File: src/rtl/evt_tmr_pkg.sv
package evt_tmr_pkg;

  typedef enum logic [2:0] {
    SEL_STOP     = 3'd0,
    SEL_DIV1     = 3'd1,
    SEL_DIV8     = 3'd2,
    SEL_DIV64    = 3'd3,
    SEL_DIV256   = 3'd4,
    SEL_DIV1024  = 3'd5,
    SEL_EXT_FALL = 3'd6,
    SEL_EXT_RISE = 3'd7
  } src_sel_e;

  localparam int NUM_TAPS = 5;

  localparam logic [1:0] ADR_CTL  = 2'd0;
  localparam logic [1:0] ADR_CNT  = 2'd1;
  localparam logic [1:0] ADR_STAT = 2'd2;

  // log2 of the division ratio for internal tap index 0..4
  function automatic int tap_log2(input int idx);
    case (idx)
      0:       return 0;
      1:       return 3;
      2:       return 6;
      3:       return 8;
      default: return 10;
    endcase
  endfunction

endpackage

File: src/rtl/evt_pin_sync.sv
module evt_pin_sync #(
  parameter int STAGES = 2
) (
  input  logic clk,
  input  logic rst_n,
  input  logic pin,
  output logic rise,
  output logic fall
);

  logic [STAGES-1:0] sh_q, sh_d;
  logic              prev_q, prev_d;

  generate
    if (STAGES == 1) begin : g_one
      always_comb sh_d = pin;
    end else begin : g_many
      always_comb sh_d = {sh_q[STAGES-2:0], pin};
    end
  endgenerate

  always_comb prev_d = sh_q[STAGES-1];

  always_ff @(posedge clk or negedge rst_n) begin
    if (!rst_n) begin
      sh_q   <= '0;
      prev_q <= 1'b0;
    end else begin
      sh_q   <= sh_d;
      prev_q <= prev_d;
    end
  end

  assign rise = sh_q[STAGES-1] & ~prev_q;
  assign fall = ~sh_q[STAGES-1] & prev_q;

  // at most one edge kind is reported per cycle
  a_r4_one_edge_kind: assert property (@(posedge clk) disable iff (!rst_n)
    $onehot0({rise, fall}));

  // an edge report lasts exactly one cycle
  a_r5_rise_single: assert property (@(posedge clk) disable iff (!rst_n)
    rise |=> !rise);

endmodule

File: src/rtl/evt_prescaler.sv
module evt_prescaler #(
  parameter int PRE_W = 10
) (
  input  logic                                clk,
  input  logic                                rst_n,
  input  logic                                restart,
  output logic [evt_tmr_pkg::NUM_TAPS-1:0]    tick
);
  import evt_tmr_pkg::*;

  logic [PRE_W-1:0] pre_q, pre_d;

  always_comb begin
    if (restart) pre_d = '0;
    else         pre_d = pre_q + 1'b1;
  end

  always_ff @(posedge clk or negedge rst_n) begin
    if (!rst_n) pre_q <= '0;
    else        pre_q <= pre_d;
  end

  generate
    for (genvar t = 0; t < NUM_TAPS; t++) begin : g_tap
      localparam int LW = tap_log2(t);
      if (LW == 0) begin : g_full
        assign tick[t] = 1'b1;
      end else begin : g_div
        assign tick[t] = &pre_q[LW-1:0];
      end
    end
  endgenerate

endmodule

File: src/rtl/evt_count_core.sv
module evt_count_core #(
  parameter int CNT_W = 8
) (
  input  logic             clk,
  input  logic             rst_n,
  input  logic             inc,
  input  logic             wr_en,
  input  logic [CNT_W-1:0] wr_data,
  input  logic             flag_clr,
  output logic [CNT_W-1:0] cnt,
  output logic             ovf_flag
);

  localparam logic [CNT_W-1:0] CNT_MAX = '1;

  logic [CNT_W-1:0] cnt_q, cnt_d;
  logic             flag_q, flag_d;
  logic             wrap;

  always_comb begin
    cnt_d = cnt_q;
    wrap  = 1'b0;
    if (wr_en) begin
      cnt_d = wr_data;
    end else if (inc) begin
      cnt_d = cnt_q + 1'b1;
      wrap  = (cnt_q == CNT_MAX);
    end
  end

  always_comb begin
    flag_d = flag_q;
    if (flag_clr) flag_d = 1'b0;
    if (wrap)     flag_d = 1'b1;
  end

  always_ff @(posedge clk or negedge rst_n) begin
    if (!rst_n) begin
      cnt_q  <= '0;
      flag_q <= 1'b0;
    end else begin
      cnt_q  <= cnt_d;
      flag_q <= flag_d;
    end
  end

  assign cnt      = cnt_q;
  assign ovf_flag = flag_q;

  a_r6_wrap_sets_flag: assert property (@(posedge clk) disable iff (!rst_n)
    (inc && !wr_en && cnt_q == CNT_MAX) |=> (flag_q && cnt_q == '0));

  a_r6_flag_sticky: assert property (@(posedge clk) disable iff (!rst_n)
    (flag_q && !flag_clr) |=> flag_q);

  a_r9_write_wins: assert property (@(posedge clk) disable iff (!rst_n)
    wr_en |=> (cnt_q == $past(wr_data)));

  a_r10_set_beats_clear: assert property (@(posedge clk) disable iff (!rst_n)
    (flag_clr && inc && !wr_en && cnt_q == CNT_MAX) |=> flag_q);

endmodule

File: src/rtl/evt_counter8.sv
module evt_counter8 #(
  parameter int CNT_W       = 8,
  parameter int PRE_W       = 10,
  parameter int SYNC_STAGES = 2
) (
  input  logic       clk,
  input  logic       rst_n,
  input  logic       bus_we,
  input  logic [1:0] bus_addr,
  input  logic [7:0] bus_wdata,
  output logic [7:0] bus_rdata,
  input  logic       ext_pin,
  output logic       irq
);
  import evt_tmr_pkg::*;

  localparam int RST_STAGES = 2;

  // reset: asserted asynchronously, released on the clock
  logic [RST_STAGES-1:0] rst_sh;
  logic                  rst_i;

  always_ff @(posedge clk or negedge rst_n) begin
    if (!rst_n) rst_sh <= '0;
    else        rst_sh <= {rst_sh[RST_STAGES-2:0], 1'b1};
  end
  assign rst_i = rst_sh[RST_STAGES-1];

  // control register
  src_sel_e sel_q, sel_d;
  logic     ien_q, ien_d;
  logic     ctl_wr, cnt_wr, stat_wr;

  always_comb begin
    ctl_wr  = bus_we && (bus_addr == ADR_CTL);
    cnt_wr  = bus_we && (bus_addr == ADR_CNT);
    stat_wr = bus_we && (bus_addr == ADR_STAT);
  end

  always_comb begin
    sel_d = sel_q;
    ien_d = ien_q;
    if (ctl_wr) begin
      sel_d = src_sel_e'(bus_wdata[2:0]);
      ien_d = bus_wdata[3];
    end
  end

  always_ff @(posedge clk or negedge rst_i) begin
    if (!rst_i) begin
      sel_q <= SEL_STOP;
      ien_q <= 1'b0;
    end else begin
      sel_q <= sel_d;
      ien_q <= ien_d;
    end
  end

  // count sources
  logic [NUM_TAPS-1:0] tick;
  logic                ext_rise, ext_fall;
  logic                inc;

  evt_prescaler #(.PRE_W(PRE_W)) u_pre (
    .clk     (clk),
    .rst_n   (rst_i),
    .restart (ctl_wr),
    .tick    (tick)
  );

  evt_pin_sync #(.STAGES(SYNC_STAGES)) u_sync (
    .clk   (clk),
    .rst_n (rst_i),
    .pin   (ext_pin),
    .rise  (ext_rise),
    .fall  (ext_fall)
  );

  always_comb begin
    case (sel_q)
      SEL_DIV1:     inc = tick[0];
      SEL_DIV8:     inc = tick[1];
      SEL_DIV64:    inc = tick[2];
      SEL_DIV256:   inc = tick[3];
      SEL_DIV1024:  inc = tick[4];
      SEL_EXT_FALL: inc = ext_fall;
      SEL_EXT_RISE: inc = ext_rise;
      default:      inc = 1'b0;
    endcase
  end

  logic [CNT_W-1:0] cnt;
  logic             ovf_flag;

  evt_count_core #(.CNT_W(CNT_W)) u_core (
    .clk      (clk),
    .rst_n    (rst_i),
    .inc      (inc),
    .wr_en    (cnt_wr),
    .wr_data  (bus_wdata[CNT_W-1:0]),
    .flag_clr (stat_wr && bus_wdata[0]),
    .cnt      (cnt),
    .ovf_flag (ovf_flag)
  );

  assign irq = ovf_flag & ien_q;

  always_comb begin
    bus_rdata = '0;
    case (bus_addr)
      ADR_CTL:  bus_rdata = {4'b0, ien_q, sel_q};
      ADR_CNT:  bus_rdata[CNT_W-1:0] = cnt;
      ADR_STAT: bus_rdata = {7'b0, ovf_flag};
      default:  bus_rdata = '0;
    endcase
  end

  logic unused_wdata;
  assign unused_wdata = ^bus_wdata;

  a_r2_stop_holds: assert property (@(posedge clk) disable iff (!rst_i)
    (sel_q == SEL_STOP && !cnt_wr) |=> $stable(cnt));

  a_r3_div8_spacing: assert property (@(posedge clk) disable iff (!rst_i)
    (sel_q == SEL_DIV8 && inc && !ctl_wr) |=> !inc);

  a_r8_irq_needs_flag: assert property (@(posedge clk) disable iff (!rst_i)
    irq |-> (ovf_flag && ien_q));

  a_r8_irq_off_when_disabled: assert property (@(posedge clk) disable iff (!rst_i)
    !ien_q |-> !irq);

endmodule

File: config.mk
export PLATFORM = sky130hd
export DESIGN_NAME = evt_counter8
export DESIGN_NICKNAME = d
export VERILOG_FILES = /design/src/rtl/evt_tmr_pkg.sv /design/src/rtl/evt_pin_sync.sv /design/src/rtl/evt_prescaler.sv /design/src/rtl/evt_count_core.sv /design/src/rtl/evt_counter8.sv
export SDC_FILE = /design/constraint.sdc
export NUM_CORES = 1
export LEC_CHECK = 0
export BUFFER_PORTS_ARGS = -buffer_cell sky130_fd_sc_hd__buf_2
export CAP_MARGIN = 10
export CORE_MARGIN = 10
export CORE_UTILIZATION = 45
export CTS_BUF_LIST = sky130_fd_sc_hd__clkbuf_4
export CTS_CLUSTER_SIZE = 16
export DETAILED_ROUTE_END_ITERATION = 16
export PLACE_DENSITY = 0.68
export RECOVER_POWER = 25
export SYNTH_ARGS = -nofsm -noshare
export SYNTH_HDL_FRONTEND = slang
export SYNTH_SLANG_ARGS = --single-unit
File: constraint.sdc
create_clock -name clk -period 0.8 [get_ports clk]
set_input_delay 0.12 -clock clk [delete_from_list [all_inputs] [get_ports clk]]
set_output_delay 0.12 -clock clk [all_outputs]
set_load 0.02 [all_outputs]
==> flow_summary.rst <==
.. list-table::
   :header-rows: 1

   * - Metric
     - Value
   * - Core Util, Final
     - 75.08%
   * - Root Buffer Master
     - sky130_fd_sc_hd__clkbuf_4
   * - Outcome
     - finished, violations left
   * - FF+latch count, synth
     - 28
   * - Skew final
     - around 0.0069 ns
   * - Starting density of the core
     - 46.57%
   * - Sequential cell area fraction in the yosys report
     - 49.69%
   * - Commonest cells in the synthesized netlist
     - sky130_fd_sc_hd__dfrtp_1, sky130_fd_sc_hd__nor2_1, sky130_fd_sc_hd__a21oi_1
   * - Area share of the largest cell type after synthesis
     - 49.69%
   * - Final number of hold-violating endpoints
     - 0
   * - Number of rows in the core area
     - 20
   * - Primary flip-flop cell chosen by synthesis mapping
     - sky130_fd_sc_hd__dfrtp_1
   * - Starting DRT DRC Count
     - 75
   * - Fraction of registers with async set/reset
     - 100.0%
   * - Insertion delay to the later sink of the worst-skew pair
     - 0.33 ns
   * - Max-cap check violation count
     - 0
   * - Overall power consumption
     - 0.005251 W
   * - Signal arrival time at the worst endpoint
     - between 2 and 2.5 ns
   * - Final period utilization
     - 225.8%
   * - Period minus WS final
     - 1.807 ns
   * - Count of unresolved DRC violations after routing
     - 0
   * - Die W
     - 75.98 um
   * - Top cell type by total area after synthesis
     - sky130_fd_sc_hd__dfrtp_1
   * - Sequential Power Share
     - around 39%
   * - RSZ-0062 raised after global routing
     - yes
   * - Post-synth net total
     - 154
   * - Post-Place Worst Slack
     - -0.9819 ns
   * - Mean instance size in the synthesized netlist
     - 10.29 um2
   * - Switching part of the total
     - between 30% and 40%
   * - Internal power
     - 0.003419 W
   * - Class of the most critical hold timing path
     - in2reg
   * - CTS tree
     - yes
   * - LEAKAGE
     - about 1.0 nW
   * - Maximum clock frequency
     - approximately 0.55 GHz
   * - H-tree lvl count
     - 1
   * - Switching power total
     - 0.001832 W
   * - GRT overflow
     - 0
   * - Number of iterations in the first detailed-routing pass
     - 4
   * - GRT Total Usage
     - 12.60%
   * - Warnings, synthesis
     - 0
   * - Final antenna-violating net count
     - 0
   * - CORE AREA
     - around 3000 um2
   * - EDFF count, synth
     - 0
   * - Pin count of the biggest net entering global routing
     - 16
   * - VDD IR max
     - 1.442 mV
   * - Total number of clock tree sinks
     - 28
   * - Library cell with the highest instance count after synthesis
     - sky130_fd_sc_hd__dfrtp_1
   * - Filler cells
     - 200
   * - Portion of total power attributed to combinational logic
     - 49.7%
   * - Global-route wire length before repair
     - 6320 um
   * - Storage element area
     - between 700 and 800 um2
   * - Post-route worst hold slack
     - 0.02714 ns
   * - Cell Area, Synth
     - 1410 um2
   * - Dpl hpwl
     - around 2600 um
   * - Number of global-route vias before repair
     - 1390
   * - Violated checks
     - negative setup slack
   * - Initial antenna violation count
     - 0
   * - Count of inserted antenna diode cells
     - 0
   * - Setup violations, final
     - 32
   * - Critical path required time
     - 1.03 ns
   * - Maximum buffer depth of the clock tree
     - 2
   * - Clock buffers created by TritonCTS
     - 3
   * - Critical path start-end classification
     - reg2reg
   * - Power Density
     - 2310 nW/um2
   * - Synthesis-to-layout area growth
     - 61.22%
   * - Share of post-route cells with drive strength above 1
     - between 50% and 60%
   * - Count of input and output buffers
     - 22
   * - Gate count after technology mapping
     - 137
   * - Startpoint type of the worst setup path
     - flip-flop
   * - Final WL
     - a little under 4000 um
   * - Part of the total power dissipated in the clock network
     - 11.5%
   * - Clock transition at the registers of the reported paths
     - roughly 0.15 ns
   * - Largest cells by area after synthesis
     - sky130_fd_sc_hd__dfrtp_1, sky130_fd_sc_hd__nor2_1, sky130_fd_sc_hd__xnor2_1
   * - Yosys cell types
     - 31
   * - Crit-path max FO
     - 6
   * - Fin worst setup slack
     - -1.007 ns
   * - Boundary Pins
     - 23
   * - Drt wl/cell
     - ~15 um
   * - Area enclosed by the die boundary
     - 5773 um2
   * - Routability congestion estimate from global placement
     - 0.8016
   * - Endpoint type of the worst setup path
     - flip-flop
   * - Die Height
     - 75.98 um
   * - Number of vias in the routed layout
     - 1291
   * - Count of final max-slew check failures
     - 0
   * - Vias per cell
     - 5.043
   * - Combined area of the multi-input logic cells
     - 885.9 um2
   * - Final nets
     - 230
==> logic make-up after synthesis <==
kind of cell / Yosys count / share of synthesized area, %
AND/OR/NAND/NOR: 57 / 20.68
flip-flops: 28 / 49.69
AO/OA/AOI/OAI: 22 / 10.74
XOR/XNOR: 13 / 8.075
multiplexers: 9 / 6.743
buffers and inverters: 4 / 1.153
adder cells (fa/ha/maj): 3 / 2.662
other: 1 / 0.2659
==> layer usage <==
layer / part of all wire (%) / track usage [%] / up-vias
li1: - / - / 624
met1: 44 / 15.07 / 635
met2: 52 / 22.62 / 26
met3: 2.9 / 2.241 / 6
met4: 1.2 / 2.841 / 0
met5: 0 / 0 / -
==> cells in the final DEF (no fill, tap or decap), types with 3 or more instances in the layout <==
cell,n
sky130_fd_sc_hd__buf_4,37
sky130_fd_sc_hd__dfrtp_1,25
sky130_fd_sc_hd__buf_6,20
sky130_fd_sc_hd__nor2_1,15
sky130_fd_sc_hd__buf_2,14
sky130_fd_sc_hd__a21oi_1,10
sky130_fd_sc_hd__xnor2_1,7
sky130_fd_sc_hd__nand2_1,6
sky130_fd_sc_hd__and2_4,5
sky130_fd_sc_hd__nor2_2,4
sky130_fd_sc_hd__nand3_2,4
sky130_fd_sc_hd__xor2_1,4
sky130_fd_sc_hd__and3_1,4
sky130_fd_sc_hd__mux2_4,4
sky130_fd_sc_hd__mux2i_1,3
sky130_fd_sc_hd__nand3_1,3
sky130_fd_sc_hd__clkbuf_4,3
sky130_fd_sc_hd__dfrtp_2,3
==> cell type report <==
type,instances,share of cell area (%)
multi-input cells,105,38.97
flip-flops and latches,28,30.99
clock buffers,3,0.9906
repair buffers,75,26.47
clock inverters,1,0.1651
well taps,44,2.422
==> power groups by stage <==
stage	registers (W)	clock network (W)	logic (W)
floorplan	0.00208	0	0.000947
global placement	0.00200	0	0.00172
detailed placement	0.00202	0	0.00177
CTS	0.00201	0.000611	0.00239
global route	0.00207	0.000668	0.00281
finish	0.00204	0.000602	0.00261
==> registers in the layout, summed over array words and instances, names as in the netlist <==
| signal | count |
|---|---|
| u_pre.pre_q | 10 |
| u_sync.sh_q | 2 |
| u_sync.prev_q | 1 |
| ien_q | 1 |
| sel_q | 3 |
| u_core.ovf_flag | 1 |
| rst_sh | 2 |
| u_core.cnt | 8 |
==> per-stage QoR <==
stage,std cells,cell area (um2),setup TNS (ns)
after floorplan,137,1499,-10.72
after global placement,234,1877,-14.04
after detailed placement,234,1877,-14.96
after CTS,253,2187,-16.82
after global routing,256,2273,-20.08
final,256,2273,-17.88
==> worst max-delay path, cell delays in order (launching register included) <==
cell	delay, ns
sky130_fd_sc_hd__dfrtp_1	0.42
sky130_fd_sc_hd__ha_4	0.16
sky130_fd_sc_hd__ha_4	0.13
sky130_fd_sc_hd__nand3b_1	0.12
sky130_fd_sc_hd__a21oi_2	0.22
sky130_fd_sc_hd__o22ai_4	0.13
sky130_fd_sc_hd__a211oi_4	0.28
sky130_fd_sc_hd__and3_1	0.20
sky130_fd_sc_hd__o21ai_1	0.06
==> final timing paths <==
path	start	end	slack, ns	cells past startpoint
worst max-delay path	u_pre.pre_q[0]	u_core.cnt[7]	-1.01	8
worst min-delay path	bus_wdata[4]	u_core.cnt[4]	0.03	3
worst max register to register	u_pre.pre_q[0]	u_core.cnt[7]	-1.01	8
worst min register to register	rst_sh[1]	u_core.cnt[4]	0.22	1
max in group asynchronous	rst_sh[1]	u_pre.pre_q[5]	0.34	1
min in group asynchronous	rst_n	rst_sh[1]	0.07	2
==> repair_timing <==
action,in CTS,in global routing
endpoints found under the hold margin,3,0
gates resized for setup,42,16
setup endpoints to repair,30,32
pin swaps,16,8
buffers inserted,14,3
hold buffers,2,0
No activity file was read; power rests on OpenSTA's default activity.
